## src/rtl/vpw_pkg.sv

```systemverilog
package vpw_pkg;

    typedef enum logic [1:0] {
        ST_IDLE = 2'd0,
        ST_PRE  = 2'd1,
        ST_BITS = 2'd2,
        ST_EOD  = 2'd3
    } tx_state_e;

    typedef struct packed {
        logic load;
        logic shift;
    } shift_ctl_t;

    // A symbol is long when the bit value and the bus level differ.
    function automatic logic sym_is_long(input logic bit_val, input logic active);
        return bit_val ^ active;
    endfunction

endpackage

```

## src/rtl/vpw_down_cnt.sv

```systemverilog
module vpw_down_cnt #(
    parameter int CNT_W = 8
) (
    input  logic             clk,
    input  logic             rst,
    input  logic             tick,
    input  logic             load,
    input  logic [CNT_W-1:0] load_val,
    output logic             expire
);
    logic [CNT_W-1:0] cnt_q;

    always_ff @(posedge clk) begin
        if (rst)
            cnt_q <= '0;
        else if (load)
            cnt_q <= load_val;
        else if (tick && cnt_q != '0)
            cnt_q <= cnt_q - 1'b1;
    end

    assign expire = tick && (cnt_q == CNT_W'(1));
endmodule

```

## src/rtl/vpw_byte_shift.sv

```systemverilog
module vpw_byte_shift
    import vpw_pkg::*;
#(
    parameter int BYTE_W = 8
) (
    input  logic              clk,
    input  logic              rst,
    input  shift_ctl_t        ctl,
    input  logic [BYTE_W-1:0] data_in,
    input  logic              last_in,
    output logic              cur_bit,
    output logic              next_bit,
    output logic              at_end,
    output logic              is_last
);
    localparam int IDX_W = $clog2(BYTE_W);

    logic [BYTE_W-1:0] sreg_q;
    logic [IDX_W-1:0]  idx_q;
    logic              last_q;

    always_ff @(posedge clk) begin
        if (rst) begin
            sreg_q <= '0;
            idx_q  <= '0;
            last_q <= 1'b0;
        end else if (ctl.load) begin
            sreg_q <= data_in;
            idx_q  <= '0;
            last_q <= last_in;
        end else if (ctl.shift) begin
            sreg_q <= sreg_q << 1;
            idx_q  <= idx_q + 1'b1;
        end
    end

    assign cur_bit  = sreg_q[BYTE_W-1];
    assign next_bit = sreg_q[BYTE_W-2];
    assign at_end   = (idx_q == IDX_W'(BYTE_W-1));
    assign is_last  = last_q;
endmodule

```

## src/rtl/vpw_tx.sv

```systemverilog
module vpw_tx
    import vpw_pkg::*;
#(
    parameter int BYTE_W   = 8,
    parameter int SHORT_US = 64,
    parameter int LONG_US  = 128,
    parameter int SOF_US   = 200,
    parameter int EOD_US   = 200
) (
    input  logic              clk,
    input  logic              rst,
    input  logic              tick_us,
    input  logic              byte_valid,
    input  logic [BYTE_W-1:0] byte_data,
    input  logic              byte_last,
    output logic              byte_ready,
    input  logic              nb_req,
    input  logic              nb_with_crc,
    output logic              bus_active,
    output logic              busy
);
    localparam int MAX_A  = (SHORT_US > LONG_US) ? SHORT_US : LONG_US;
    localparam int MAX_B  = (SOF_US > EOD_US) ? SOF_US : EOD_US;
    localparam int MAX_US = (MAX_A > MAX_B) ? MAX_A : MAX_B;
    localparam int CNT_W  = $clog2(MAX_US + 1);

    tx_state_e        st_q, st_n;
    logic             lvl_q, lvl_n;
    logic             ld;
    logic [CNT_W-1:0] ld_val;
    logic             expire;
    shift_ctl_t       ctl;
    logic             cur_bit, next_bit, at_end, is_last;

    function automatic logic [CNT_W-1:0] dur(input logic b, input logic a);
        return sym_is_long(b, a) ? CNT_W'(LONG_US) : CNT_W'(SHORT_US);
    endfunction

    vpw_down_cnt #(.CNT_W(CNT_W)) u_cnt (
        .clk      (clk),
        .rst      (rst),
        .tick     (tick_us),
        .load     (ld),
        .load_val (ld_val),
        .expire   (expire)
    );

    vpw_byte_shift #(.BYTE_W(BYTE_W)) u_shift (
        .clk      (clk),
        .rst      (rst),
        .ctl      (ctl),
        .data_in  (byte_data),
        .last_in  (byte_last),
        .cur_bit  (cur_bit),
        .next_bit (next_bit),
        .at_end   (at_end),
        .is_last  (is_last)
    );

    always_comb begin
        st_n       = st_q;
        lvl_n      = lvl_q;
        ld         = 1'b0;
        ld_val     = '0;
        ctl        = '0;
        byte_ready = 1'b0;
        unique case (st_q)
            ST_IDLE: begin
                byte_ready = 1'b1;
                if (byte_valid) begin
                    ctl.load = 1'b1;
                    st_n     = ST_PRE;
                    lvl_n    = 1'b1;
                    ld       = 1'b1;
                    if (nb_req)
                        ld_val = nb_with_crc ? CNT_W'(SHORT_US) : CNT_W'(LONG_US);
                    else
                        ld_val = CNT_W'(SOF_US);
                end
            end
            ST_PRE: begin
                if (expire) begin
                    st_n   = ST_BITS;
                    lvl_n  = 1'b0;
                    ld     = 1'b1;
                    ld_val = dur(cur_bit, 1'b0);
                end
            end
            ST_BITS: begin
                if (expire) begin
                    if (!at_end) begin
                        ctl.shift = 1'b1;
                        lvl_n     = ~lvl_q;
                        ld        = 1'b1;
                        ld_val    = dur(next_bit, ~lvl_q);
                    end else begin
                        byte_ready = !is_last;
                        lvl_n      = 1'b0;
                        ld         = 1'b1;
                        if (!is_last && byte_valid) begin
                            ctl.load = 1'b1;
                            ld_val   = dur(byte_data[BYTE_W-1], 1'b0);
                        end else begin
                            st_n   = ST_EOD;
                            ld_val = CNT_W'(EOD_US);
                        end
                    end
                end
            end
            ST_EOD: begin
                if (expire)
                    st_n = ST_IDLE;
            end
            default: st_n = ST_IDLE;
        endcase
    end

    always_ff @(posedge clk) begin
        if (rst) begin
            st_q  <= ST_IDLE;
            lvl_q <= 1'b0;
        end else begin
            st_q  <= st_n;
            lvl_q <= lvl_n;
        end
    end

    assign bus_active = lvl_q;
    assign busy       = (st_q != ST_IDLE);
endmodule

```

## config.mk

```make
export PLATFORM = sky130hd
export DESIGN_NAME = vpw_tx
export DESIGN_NICKNAME = d
export VERILOG_FILES = /design/src/rtl/vpw_pkg.sv /design/src/rtl/vpw_down_cnt.sv /design/src/rtl/vpw_byte_shift.sv /design/src/rtl/vpw_tx.sv
export SDC_FILE = /design/constraint.sdc
export NUM_CORES = 1
export LEC_CHECK = 0
export ABC_AREA = 1
export BUFFER_PORTS_ARGS = -buffer_cell sky130_fd_sc_hd__clkbuf_2
export CAP_MARGIN = 10
export CORE_ASPECT_RATIO = 0.75
export CORE_MARGIN = 3
export CORE_UTILIZATION = 30
export DETAILED_ROUTE_END_ITERATION = 12
export HOLD_SLACK_MARGIN = 0.02
export PLACE_DENSITY = 0.46
export SYNTH_ARGS = -nofsm -noshare
export SYNTH_HDL_FRONTEND = slang
export SYNTH_HIERARCHICAL = 1
export SYNTH_SLANG_ARGS = --single-unit
```

## constraint.sdc

```tcl
create_clock -name clk -period 3.82 [get_ports clk]
set_input_delay 1.146 -clock clk [delete_from_list [all_inputs] [get_ports clk]]
set_output_delay 1.146 -clock clk [all_outputs]
set_load 0.01 [all_outputs]
```

After elaboration in Yosys (flattened, before gate mapping)
Cells that the tools add are included.
{"block": "word_totals", "elab_cells": 74, "out_inout_bits": 3, "reg_bits": 23, "in_bits": 15}
{"block": "op_classes", "n_bitwise": 2, "mux": 39, "eq_ne": 11, "reduce_logical": 14, "n_addsub": 2}
{"operator": "8-bit 2-to-1 mux", "n": 14}
{"operator": "8-bit case mux with 3 select lines", "n": 1}
{"operator": "2-bit 2-to-1 mux", "n": 7}
{"operator": "1-bit 2-to-1 mux", "n": 12}
{"operator": "2-bit inequality test, second input constant", "n": 6}
{"operator": "8-bit by 1-bit equality test with 1-bit output, second input constant", "n": 1}
{"operator": "2-bit case mux with 4 select lines", "n": 1}
{"operator": "8-bit nonzero test", "n": 1}
{"operator": "8-bit by 1-bit subtractor with 8-bit output, second input constant", "n": 1}
{"operator": "1-bit case mux with 2 select lines", "n": 3}
{"operator": "6-bit AND reduction", "n": 1}
{"operator": "2-bit nonzero test", "n": 3}
{"operator": "2-bit equality test, second input constant", "n": 2}
{"operator": "4-bit AND reduction", "n": 1}
{"operator": "2-bit OR reduction", "n": 2}
{"operator": "3-bit by 1-bit adder with 3-bit output, second input constant", "n": 1}
{"operator": "3-bit equality test, second input constant", "n": 1}
{"operator": "1-bit logical AND", "n": 3}
{"operator": "1-bit case mux with 3 select lines", "n": 1}
{"operator": "3-bit nonzero test", "n": 1}
{"operator": "2-bit by 1-bit equality test with 1-bit output, second input constant", "n": 1}
{"operator": "2-bit logical NOT", "n": 1}
{"operator": "1-bit logical NOT", "n": 1}
{"operator": "1-bit NOT", "n": 1}
{"operator": "1-bit XOR", "n": 1}

Longest topological paths before layout
Gate-level depths: netlist of run 1.
{"block": "depth", "ltp_word": 8, "depth_mapped": 14, "depth_no_buf": 13}

By module
Netlist of run 1, hierarchy kept.
{"mod": "vpw_down_cnt", "area_each_um2": 650.6, "instances": 1, "cells_per_inst": 105, "seq_area_each_um2": 160.2}
{"mod": "vpw_byte_shift", "area_each_um2": 548.0, "instances": 1, "cells_per_inst": 78, "seq_area_each_um2": 240.2}
{"mod": "vpw_tx", "area_each_um2": 460.4, "instances": 1, "cells_per_inst": 85, "seq_area_each_um2": 60.1}

Worst setup path after synthesis of run 1
OpenSTA, ideal clock, no wires.
{"block": "synth_timing", "path_kind": "input -> output", "startpoint": "input port tick_us", "endpoint": "output port byte_ready", "path_buffers": 0, "required_time_ns": 2.674, "t_arrival_ns": 1.879, "cell_stages": 6, "slack_ns": 0.795, "path_cell_list": "nand3_1 > nor2_1 > nand2_1 > inv_2 > nand3_1 > nand2_1"}
{"block": "synth_between", "elab_chain_cells": 3}
{"item": "from (decl)", "line_no": "vpw_tx.sv:12", "rtl": "input logic tick_us,"}
{"item": "1-bit logical AND", "line_no": "vpw_down_cnt.sv:22", "rtl": "assign expire = tick && (cnt_q == CNT_W'(1));"}
{"item": "via expire", "line_no": "vpw_tx.sv:31", "rtl": "logic expire;"}
{"item": "1-bit 2-to-1 mux", "line_no": "vpw_tx.sv:90", "rtl": "if (expire) begin"}
{"item": "1-bit case mux with 2 select lines", "line_no": "vpw_tx.sv:67", "rtl": "unique case (st_q)"}
{"item": "to (decl)", "line_no": "vpw_tx.sv:16", "rtl": "output logic byte_ready,"}
The timed path passes the listed nets, and every way through them passes these cells.

Worst setup path after layout of run 1
Same ends and word-level chain as after synthesis.

==> results of run 1 <==
-- sequential cells by signal, indices dropped and copies added (netlist names) --
signal,cells
u_shift/is_last,1
u_shift/idx_q,3
st_q,2
u_cnt/cnt_q,8
bus_active,1
u_shift/sreg_q,8
-- cell families after synthesis --
| group | after synthesis | share of synthesized area, % |
|---|---|---|
| adder cells (fa/ha/maj) | 10 | 7.54 |
| AND/OR/NAND/NOR | 161 | 42.2 |
| flip-flops | 23 | 27.8 |
| buffers and inverters | 46 | 12.5 |
| other | 1 | 0.226 |
| AO/OA/AOI/OAI | 25 | 8.67 |
| XOR/XNOR | 2 | 1.06 |
-- through the flow --
stage          utilization (%)  hold WS (ns)
6_report                  36.6         0.471
2_1_floorplan                -         0.435
4_1_cts                   36.6         0.473
3_5_place_dp              35.7         0.460
3_3_place_gp              35.7         0.455
5_1_grt                   36.6         0.482
-- placed cells by master (no fill, tap or decap), types with 2 or more instances in the layout --
cell	instances
nand3_1	36
a21oi_1	15
clkbuf_2	17
inv_2	4
nor2_2	2
buf_4	4
o21ai_0	5
conb_1	5
ha_1	10
nand2_1	78
clkbuf_8	3
nor2_1	34
nand2_2	5
xnor2_1	2
o21ai_1	2
dfxtp_1	23
nor2_4	2
inv_1	35
-- power by group through the flow --
stage | registers, mW | logic (mW) | clock network, mW
floorplan | 0.381 | 0.748 | 0
global placement | 0.402 | 0.924 | 0
detailed placement | 0.401 | 0.915 | 0
CTS | 0.395 | 0.922 | 0.165
global route | 0.411 | 1.07 | 0.178
finish | 0.394 | 0.913 | 0.156
-- worst reg2reg max path, cell delays in order, from the launching register on --
cell and delay (ns):
dfxtp_1 0.37, nor2_4 0.23, nand3_1 0.10, nor2_1 0.16
buf_4 0.17, nand2_1 0.06, a21oi_1 0.14, buf_4 0.19
inv_1 0.21, nand3_2 0.20, nor2_1 0.07, nor2_1 0.09
nor2_1 0.04
-- path summary, 6_finish.rpt --
path	from	to	slack (ns)	depth (start not counted)
setup / recovery	tick_us	byte_ready	0.67	8
hold / removal	u_shift/sreg_q[4]$_SDFFE_PP0P_	u_shift/sreg_q[4]$_SDFFE_PP0P_	0.47	2
setup reg to reg	u_cnt/cnt_q[2]$_SDFFE_PP0P_	u_cnt/cnt_q[7]$_SDFFE_PP0P_	1.69	12
hold reg to reg	u_shift/sreg_q[4]$_SDFFE_PP0P_	u_shift/sreg_q[4]$_SDFFE_PP0P_	0.47	2
-- area by class of cell --
class | count | share of cell area (%)
Multi-Input combinational cell | 203 | 53.7
Sequential cell | 23 | 24.6
Inverter | 41 | 8.34
Timing Repair Buffer | 21 | 6.14
Tap cell | 72 | 4.81
Clock buffer | 3 | 2.20
Clock inverter | 1 | 0.267
-- metal layers --
layer	track usage (%)	routed length, µm
met1	20.2	2200
met2	17.2	1500
met3	3.12	113
met4	1.48	13
met5	0	0
==> impl_metrics.env, run 1 <==
export IMPL_cts_hold_fix_buffers=0
export IMPL_fin_skew_ns=0.00164
export IMPL_cp_num_buf_inv=3
export IMPL_seq_area_frac_synth_pct=27.8
export IMPL_n_fill_cell=597
export IMPL_worst_path_max_fanout=3
export IMPL_yosysMostFrequentCell="nand2_1"
export IMPL_rsz0062_at_grt="no"
export IMPL_via_per_inst=4.16
export IMPL_first_pass_iters=4
export IMPL_syn_area_mm2=0.00166
export IMPL_min_path_type="reg2reg"
export IMPL_synth_top_area_share_pct=27.8
export IMPL_dp_cells=360
export IMPL_wire_per_inst_um=10.5
export IMPL_dpl_cell_area_mm2=0.00183
export IMPL_wirelength_um=3830
export IMPL_antenna_found_initial=0
export IMPL_hold_violations=0
export IMPL_synth_distinct_cells=28
export IMPL_cts_buffers=3
export IMPL_max_stage_delay_ns=0.16
export IMPL_cts_sinks=23
export IMPL_vias=1516
export IMPL_post_cts_setup_buffer_count=0
export IMPL_drive_gt1_share_pct=15.1
export IMPL_async_flop_share_pct=0
export IMPL_arrival_ns=2.01
export IMPL_yosys_top_cells_area="dfxtp_1 (28%), nand2_1 (18%), nand3_1 (11%)"
export IMPL_setup_viol=0
export IMPL_place_ws_ns=0.650
export IMPL_syn_to_final_growth_pct=13.0
export IMPL_crit_chain="clkbuf_2 -> nand3_1 -> nor2_1 -> nand2_1 -> inv_2 -> nand3_1 -> nand2_1 -> clkbuf_2"
export IMPL_peakVddDrop_uv=297
export IMPL_portBuffers=17
export IMPL_share_comb_of_total_power_pct=62.4
export IMPL_grt_usage_pct=12.7
export IMPL_ys_ff_latch=23
export IMPL_grt_pass1_vias=1342
export IMPL_fin_total_pwr_mw=1.46
export IMPL_cts_repair_resized=0
export IMPL_final_area_mm2=0.00187
export IMPL_synth_area_per_cell_um2=6.19
export IMPL_min_period_ns=3.15
export IMPL_coreArea_mm2=0.00512
export IMPL_required_ns=2.67
export IMPL_grt_overflow_total=0
export IMPL_cp_top_family="simple AND/OR/NAND/NOR gates"
export IMPL_clk_latency_ns=0.27
export IMPL_power_frac_seq_pct=26.9
export IMPL_nNetsFinal=318
export IMPL_multi_input_area_mm2=0.00101
export IMPL_sw_frac_of_total_pct=50.8
export IMPL_crit_path_start_kind="primary input"
export IMPL_ctsRootBufferMaster="clkbuf_8"
export IMPL_power_density_mw_per_mm2=781
export IMPL_grt_max_degree=14
export IMPL_clockBufferDepth=2
export IMPL_dieArea_mm2=0.00647
export IMPL_syn_inst=268
export IMPL_place_congestion=0.760
export IMPL_p_int_mw=0.719
export IMPL_p_leak_nw=0.963
export IMPL_hpwl_um=3000
export IMPL_maxCapViolations=0
export IMPL_die_w_um=91.9
export IMPL_cts_tree="done"
export IMPL_status="complete, no violations"
export IMPL_worstSetupEndpointType="output port"
export IMPL_grt_pass1_wl_um=6620
export IMPL_seqCellArea_um2=460
export IMPL_tns_ns=0
export IMPL_fmax_ghz=0.317
export IMPL_start_util_pct=32.4
export IMPL_ioPinCount=18
export IMPL_drc=0
export IMPL_synthTopCellsByCount="nand2_1 (78), nand3_1 (36), inv_1 (35), nor2_1 (34), dfxtp_1 (23)"
export IMPL_power_switching_mw=0.744
export IMPL_die_y_um=70.4
export IMPL_pwr_share_clk_pct=10.7
export IMPL_synth_edf_count=0
export IMPL_timing_final_crit_share_pct=82.5
export IMPL_diodes=0
export IMPL_drtIter0Drc=91
export IMPL_netlist_top_cell_by_area="dfxtp_1"
export IMPL_slew_violations=0
export IMPL_criticalPathCategory="in2out"
export IMPL_worst_slack_ns=0.668
export IMPL_clkSlewWorstSetupHoldPaths_ns=0.09
export IMPL_fin_cells=364
export IMPL_ys_warn_count=6
export IMPL_ant_nets=0
export IMPL_htree_num_levels=1
export IMPL_fp_row_count=22
export IMPL_synth_ff_type="dfxtp_1"
export IMPL_slowest_stage="nor2_1"
No activity file was read; power rests on OpenSTA's default activity.
==> run 2: changes to the inputs <==
--- a/config.mk
+++ b/config.mk
@@ -13,7 +13,7 @@
 export CORE_UTILIZATION = 30
 export DETAILED_ROUTE_END_ITERATION = 12
 export HOLD_SLACK_MARGIN = 0.02
-export PLACE_DENSITY = 0.46
+export PLACE_DENSITY = 0.48
 export SYNTH_ARGS = -nofsm -noshare
 export SYNTH_HDL_FRONTEND = slang
 export SYNTH_HIERARCHICAL = 1
==> constraint.sdc (replaced) <==
create_clock -name clk -period 2.76 [get_ports clk]
set_input_delay 0.828 -clock clk [delete_from_list [all_inputs] [get_ports clk]]
set_output_delay 0.828 -clock clk [all_outputs]
set_load 0.01 [all_outputs]
==> run 2 against run 1 <==
Compared with the run above:
- cell area is 0.40% higher
- non-clock buffer count is 1 higher
- die area stayed put
- utilization is 0.15 points higher
- sequential cell count stayed put
- wire length is 2.0% lower
- critical path depth stayed put
- clock skew hardly changed
- clock power is 40% higher
==> impl_metrics.env, run 2 (synthesis gave the netlist of run 1 again) <==
export IMPL_status="complete, no violations"
export IMPL_clkSlewWorstSetupHoldPaths_ns=0.09
export IMPL_first_pass_iters=4
export IMPL_crit_reg2reg_launch="u_cnt/cnt_q[3]$_SDFFE_PP0P_"
export IMPL_start_util_pct=32.4
export IMPL_rrSetupSlack_ns=0.76
export IMPL_whs_ns=0.477
export IMPL_worst_path_max_fanout=3
export IMPL_via_per_inst=4.28
export IMPL_portBuffers=17
export IMPL_maxCapViolations=0
export IMPL_criticalPathCategory="in2out"
export IMPL_arrival_ns=1.71
export IMPL_grt_pass1_wl_um=6560
export IMPL_hpwl_um=3000
export IMPL_crit_path_start_kind="primary input"
export IMPL_nNetsFinal=319
export IMPL_setup_viol=0
export IMPL_cts_repair_resized=0
export IMPL_r2r_end="u_cnt/cnt_q[6]$_SDFFE_PP0P_"
export IMPL_fin_skew_ns=0.00189
export IMPL_wirelength_um=3750
export IMPL_min_path_type="reg2reg"
export IMPL_fin_total_pwr_mw=2.03
export IMPL_worstSetupEndpointType="output port"
export IMPL_peakVddDrop_uv=468
export IMPL_drc=0
export IMPL_final_cell_mix="nand2_1 (78), nand3_1 (36), inv_1 (35), nor2_1 (34), dfxtp_1 (23)"
export IMPL_p_leak_nw=0.968
export IMPL_grt_max_degree=14
export IMPL_place_congestion=0.766
export IMPL_grt_usage_pct=12.6
export IMPL_clockBufferDepth=2
export IMPL_cts_hold_fix_buffers=0
export IMPL_crit_start="tick_us"
export IMPL_timing_final_crit_share_pct=91.9
export IMPL_min_to="u_shift/idx_q[2]$_SDFFE_PP0P_"
export IMPL_ant_nets=0
export IMPL_htree_num_levels=1
export IMPL_r2r_cells=11
export IMPL_die_w_um=91.9
export IMPL_die_y_um=70.4
export IMPL_drtIter0Drc=144
export IMPL_hold_violations=0
export IMPL_rsz0062_at_grt="no"
export IMPL_wire_per_inst_um=10.3
export IMPL_grt_pass1_vias=1350
export IMPL_coreArea_mm2=0.00512
export IMPL_min_period_ns=2.54
export IMPL_slew_violations=0
export IMPL_final_common_cell="nand2_1"
export IMPL_ioPinCount=18
export IMPL_largestRegisters="u_cnt/cnt_q (8), u_shift/sreg_q (8), u_shift/idx_q (3)"
export IMPL_drive_gt1_share_pct=15.4
export IMPL_syn_to_final_growth_pct=13.4
export IMPL_grt_overflow_total=0
export IMPL_required_ns=1.93
export IMPL_ctsRootBufferMaster="clkbuf_8"
export IMPL_cts_buffers=3
export IMPL_min_from="u_shift/idx_q[2]$_SDFFE_PP0P_"
export IMPL_cts_tree="done"
export IMPL_utilization_pct=36.8
export IMPL_post_cts_setup_buffer_count=0
export IMPL_dieArea_mm2=0.00647
export IMPL_tns_ns=0
export IMPL_antenna_found_initial=0
export IMPL_fp_row_count=22
export IMPL_diodes=0
export IMPL_fin_cells=365
export IMPL_fmax_ghz=0.394
export IMPL_power_density_mw_per_mm2=1080
export IMPL_dp_cells=361
export IMPL_clk_latency_ns=0.27
export IMPL_holdPathStages=2
export IMPL_vias=1561
export IMPL_cts_sinks=23
-- run 2: layer usage --
| layer | track usage [%] | wire, µm | up-vias |
|---|---|---|---|
| met1 | 21.0 | 2250 | 662 |
| li1 | - | - | 877 |
| met5 | 0 | 0 | - |
| met2 | 15.3 | 1380 | 20 |
| met3 | 2.91 | 112 | 2 |
| met4 | 2.97 | 10 | 0 |
-- run 2: worst max-delay path, stage by stage --
cell	delay (ns)
clkbuf_2	0.14
nand3_1	0.08
nor2_1	0.17
nand2_1	0.11
inv_2	0.08
nand3_1	0.09
nand2_1	0.08
clkbuf_2	0.12
-- run 2: area by class of cell --
cell class                 instances  area [µm²]
tap                               72        90.1
fill                             593        3240
sequential                        23         460
timing repair buffer              22         123
multi-input combinational        203        1010
clock buffer                       3        41.3
clock inverter                     1        5.00
inverter                          41         156
-- run 2: stage by stage --
stage | cell area (µm²) | setup slack, ns
2_1_floorplan | 1670 | 0.371
4_1_cts | 1880 | 0.202
3_3_place_gp | 1840 | 0.215
3_5_place_dp | 1840 | 0.210
5_1_grt | 1880 | 0.102
6_report | 1880 | 0.224
-- run 2: worst max-delay path by stage --
stage	cells past startpoint	end	slack, ns
floorplan	6	byte_ready	0.37
global route	8	byte_ready	0.10
detailed placement	8	byte_ready	0.21
global placement	8	byte_ready	0.22
CTS	8	byte_ready	0.20
finish	8	byte_ready	0.22
-- run 2: power by group --
group | switching [mW] | total (mW) | leakage, nW | internal, mW
Combinational | 0.800 | 1.26 | 0.754 | 0.461
Sequential | 0.116 | 0.550 | 0.189 | 0.434
Clock | 0.117 | 0.218 | 0.0255 | 0.101
==> run 3: changes to the inputs <==
--- a/config.mk
+++ b/config.mk
@@ -16,5 +16,4 @@
 export PLACE_DENSITY = 0.48
 export SYNTH_ARGS = -nofsm -noshare
 export SYNTH_HDL_FRONTEND = slang
-export SYNTH_HIERARCHICAL = 1
 export SYNTH_SLANG_ARGS = --single-unit
==> run 3 against run 2 <==
Compared with the run above:
- hold slack got worse by 0.0041 ns
- wire length decreased by 5.3%
- via count down 9.7%
- sequential share of layout area is 1.6 points higher
- largest cell class unchanged
- largest power group unchanged
==> impl_metrics.env, run 3 <==
export IMPL_status="complete, no violations"
export IMPL_synth_area_per_cell_um2=6.68
export IMPL_syn_inst=235
export IMPL_final_cell_mix="nand2_1 (60), inv_1 (31), nand3_1 (25), dfxtp_1 (23), nor2_1 (22)"
export IMPL_worst_path_max_fanout=10
export IMPL_netlist_top_cell_by_area="dfxtp_1"
export IMPL_crit_start="st_q[0]$_SDFFE_PP0P_"
export IMPL_yosysMostFrequentCell="nand2_1"
export IMPL_wirelength_um=3560
export IMPL_tns_ns=0
export IMPL_fp_row_count=22
export IMPL_worst_slack_ns=0.151
export IMPL_p_leak_nw=0.870
export IMPL_grt_overflow_total=0
export IMPL_clk_latency_ns=0.27
export IMPL_ant_nets=0
export IMPL_tightest_slew_ns=0.429
export IMPL_grt_usage_pct=12.3
export IMPL_hold_violations=0
export IMPL_r2r_cells=8
export IMPL_clockBufferDepth=2
export IMPL_synthXorXnorAreaFrac_pct=2.23
export IMPL_crit_path_start_kind="flop"
export IMPL_synthSimpleGateAreaFrac_pct=40.6
export IMPL_portBuffers=17
export IMPL_arrival_ns=1.78
export IMPL_place_ws_ns=0.279
export IMPL_power_density_mw_per_mm2=1110
export IMPL_ioPinCount=18
export IMPL_die_w_um=89.5
export IMPL_die_y_um=68.7
export IMPL_async_flop_share_pct=0
export IMPL_coreArea_mm2=0.00498
export IMPL_clkSlewWorstSetupHoldPaths_ns=0.09
export IMPL_cts_repair_resized=0
export IMPL_post_cts_setup_buffer_count=0
export IMPL_grt_pass1_vias=1204
export IMPL_cts_sinks=23
export IMPL_synth_nets=261
export IMPL_synth_ff_type="dfxtp_1"
export IMPL_synth_compound_area_share_pct=9.80
export IMPL_grt_pass1_wl_um=5890
export IMPL_synth_edf_count=0
export IMPL_setup_viol=0
export IMPL_crit_reg2reg_launch="st_q[0]$_SDFFE_PP0P_"
export IMPL_vias=1409
export IMPL_drive_gt1_share_pct=13.1
export IMPL_slew_headroom_pct=71.4
export IMPL_ctsRootBufferMaster="clkbuf_8"
export IMPL_start_util_pct=31.5
export IMPL_slew_violations=0
export IMPL_rrSetupSlack_ns=0.85
export IMPL_worstSetupEndpointType="output port"
export IMPL_timing_final_crit_share_pct=94.5
export IMPL_syn_to_final_growth_pct=12.5
export IMPL_drc=0
export IMPL_cts_tree="done"
export IMPL_syn_area_mm2=0.00157
export IMPL_antenna_found_initial=0
export IMPL_maxCapViolations=0
export IMPL_yosys_top_cells_area="dfxtp_1 (29%), nand2_1 (14%), ha_1 (8.8%)"
export IMPL_seq_area_frac_synth_pct=29.3
export IMPL_synth_top_area_share_pct=29.3
export IMPL_fmax_ghz=0.383
export IMPL_dieArea_mm2=0.00615
export IMPL_nNetsFinal=279
export IMPL_cts_buffers=3
export IMPL_synth_distinct_cells=24
export IMPL_wire_per_inst_um=11.0
export IMPL_grt_max_degree=19
export IMPL_ys_warn_count=0
export IMPL_rsz0062_at_grt="no"
export IMPL_peakVddDrop_uv=478
export IMPL_drtIter0Drc=57
export IMPL_min_path_type="reg2reg"
export IMPL_place_congestion=0.794
export IMPL_via_per_inst=4.35
export IMPL_largestRegisters="u_cnt.cnt_q (8), u_shift.sreg_q (8), u_shift.idx_q (3)"
export IMPL_first_pass_iters=4
export IMPL_fin_cells=324
export IMPL_r2r_end="u_shift.sreg_q[4]$_SDFFE_PP0P_"
export IMPL_min_period_ns=2.61
export IMPL_dp_cells=320
export IMPL_final_common_cell="nand2_1"
export IMPL_synth_top_family_by_area="simple AND/OR/NAND/NOR gates"
export IMPL_ys_ff_latch=23
export IMPL_synthAdderAreaFrac_pct=8.76
export IMPL_n_fill_cell=528
export IMPL_required_ns=1.93
export IMPL_cp_endpoint="byte_ready"
export IMPL_criticalPathCategory="reg2out"
export IMPL_htree_num_levels=1
export IMPL_fin_skew_ns=0.00184
export IMPL_synth_mux_area_share_pct=0
export IMPL_synthTopCellsByCount="nand2_1 (60), inv_1 (31), nand3_1 (25), dfxtp_1 (23), nor2_1 (22)"
export IMPL_hpwl_um=2690
export IMPL_diodes=0
export IMPL_cts_hold_fix_buffers=0
-- run 3: cell types whose count changed in the layout (fill, tap and decap cells not counted), moves of 5 or more --
cell / previous run / this run
nand2_1: 78 / 60
nor2_1: 34 / 22
nand3_1: 36 / 25
nand3b_1: 0 / 7
a21oi_1: 15 / 20
buf_4: 5 / 0
conb_1: 5 / 0
nor3_1: 0 / 5
-- run 3: final cells by class --
| type | instances | area (µm²) | area share (%) |
|---|---|---|---|
| flip-flops and latches | 23 | 460 | 26.1 |
| clock inverters | 1 | 5.00 | 0.283 |
| inverters | 32 | 120 | 6.80 |
| clock buffers | 3 | 41.3 | 2.34 |
| multi-input cells | 176 | 965 | 54.6 |
| well taps | 72 | 90.1 | 5.10 |
| repair buffers | 17 | 85.1 | 4.82 |
-- run 3: logic make-up after synthesis --
group                    count (synthesis)
AND/OR/NAND/NOR                        131
buffers and inverters                   36
AO/OA/AOI/OAI                           30
flip-flops                              23
adder cells (fa/ha/maj)                 11
XOR/XNOR                                 4
-- run 3: how the worst min path moves through the flow --
stage,cells past startpoint,slack (ns),endpoint,from
after CTS,2,0.48,u_shift.idx_q[1]$_SDFFE_PP0P_,u_shift.idx_q[1]$_SDFFE_PP0P_
after detailed placement,2,0.47,u_shift.idx_q[1]$_SDFFE_PP0P_,u_shift.idx_q[1]$_SDFFE_PP0P_
after global placement,2,0.46,u_shift.idx_q[1]$_SDFFE_PP0P_,u_shift.idx_q[1]$_SDFFE_PP0P_
final,2,0.47,u_shift.idx_q[1]$_SDFFE_PP0P_,u_shift.idx_q[1]$_SDFFE_PP0P_
after global routing,2,0.50,u_cnt.cnt_q[1]$_SDFFE_PP0P_,u_cnt.cnt_q[1]$_SDFFE_PP0P_
after floorplan,2,0.44,u_shift.idx_q[1]$_SDFFE_PP0P_,u_shift.idx_q[1]$_SDFFE_PP0P_
-- run 3: metal layers --
layer  global-route usage [%]  share of wire (%)
met1                     19.7                 57
met2                     16.2                 39
met3                     2.85                2.9
met4                     2.23               0.62
met5                        0                  0
-- run 3: where the power goes --
group | total [mW] | internal, mW | switching, mW | leakage, nW
combinational | 1.18 | 0.420 | 0.763 | 0.656
sequential | 0.554 | 0.454 | 0.100 | 0.189
clock | 0.220 | 0.101 | 0.119 | 0.0255
total | 1.96 | 0.975 | 0.982 | 0.870
-- run 3: stage by stage --
step	hold WS (ns)	utilization [%]	total power [mW]	cell area [µm²]
after global placement	0.458	34.5	1.76	1720
after floorplan	0.443	-	1.50	1570
after global routing	0.500	35.5	2.18	1770
after detailed placement	0.471	34.5	1.74	1720
after CTS	0.483	35.5	1.97	1770
final	0.473	35.5	1.96	1770
-- run 3: critical path, stage by stage, from the launching register on --
cell	delay, ns
dfxtp_1	0.35
inv_1	0.13
ha_1	0.37
inv_1	0.10
nor3_1	0.19
nand2_2	0.10
nand2_4	0.13
clkbuf_2	0.15
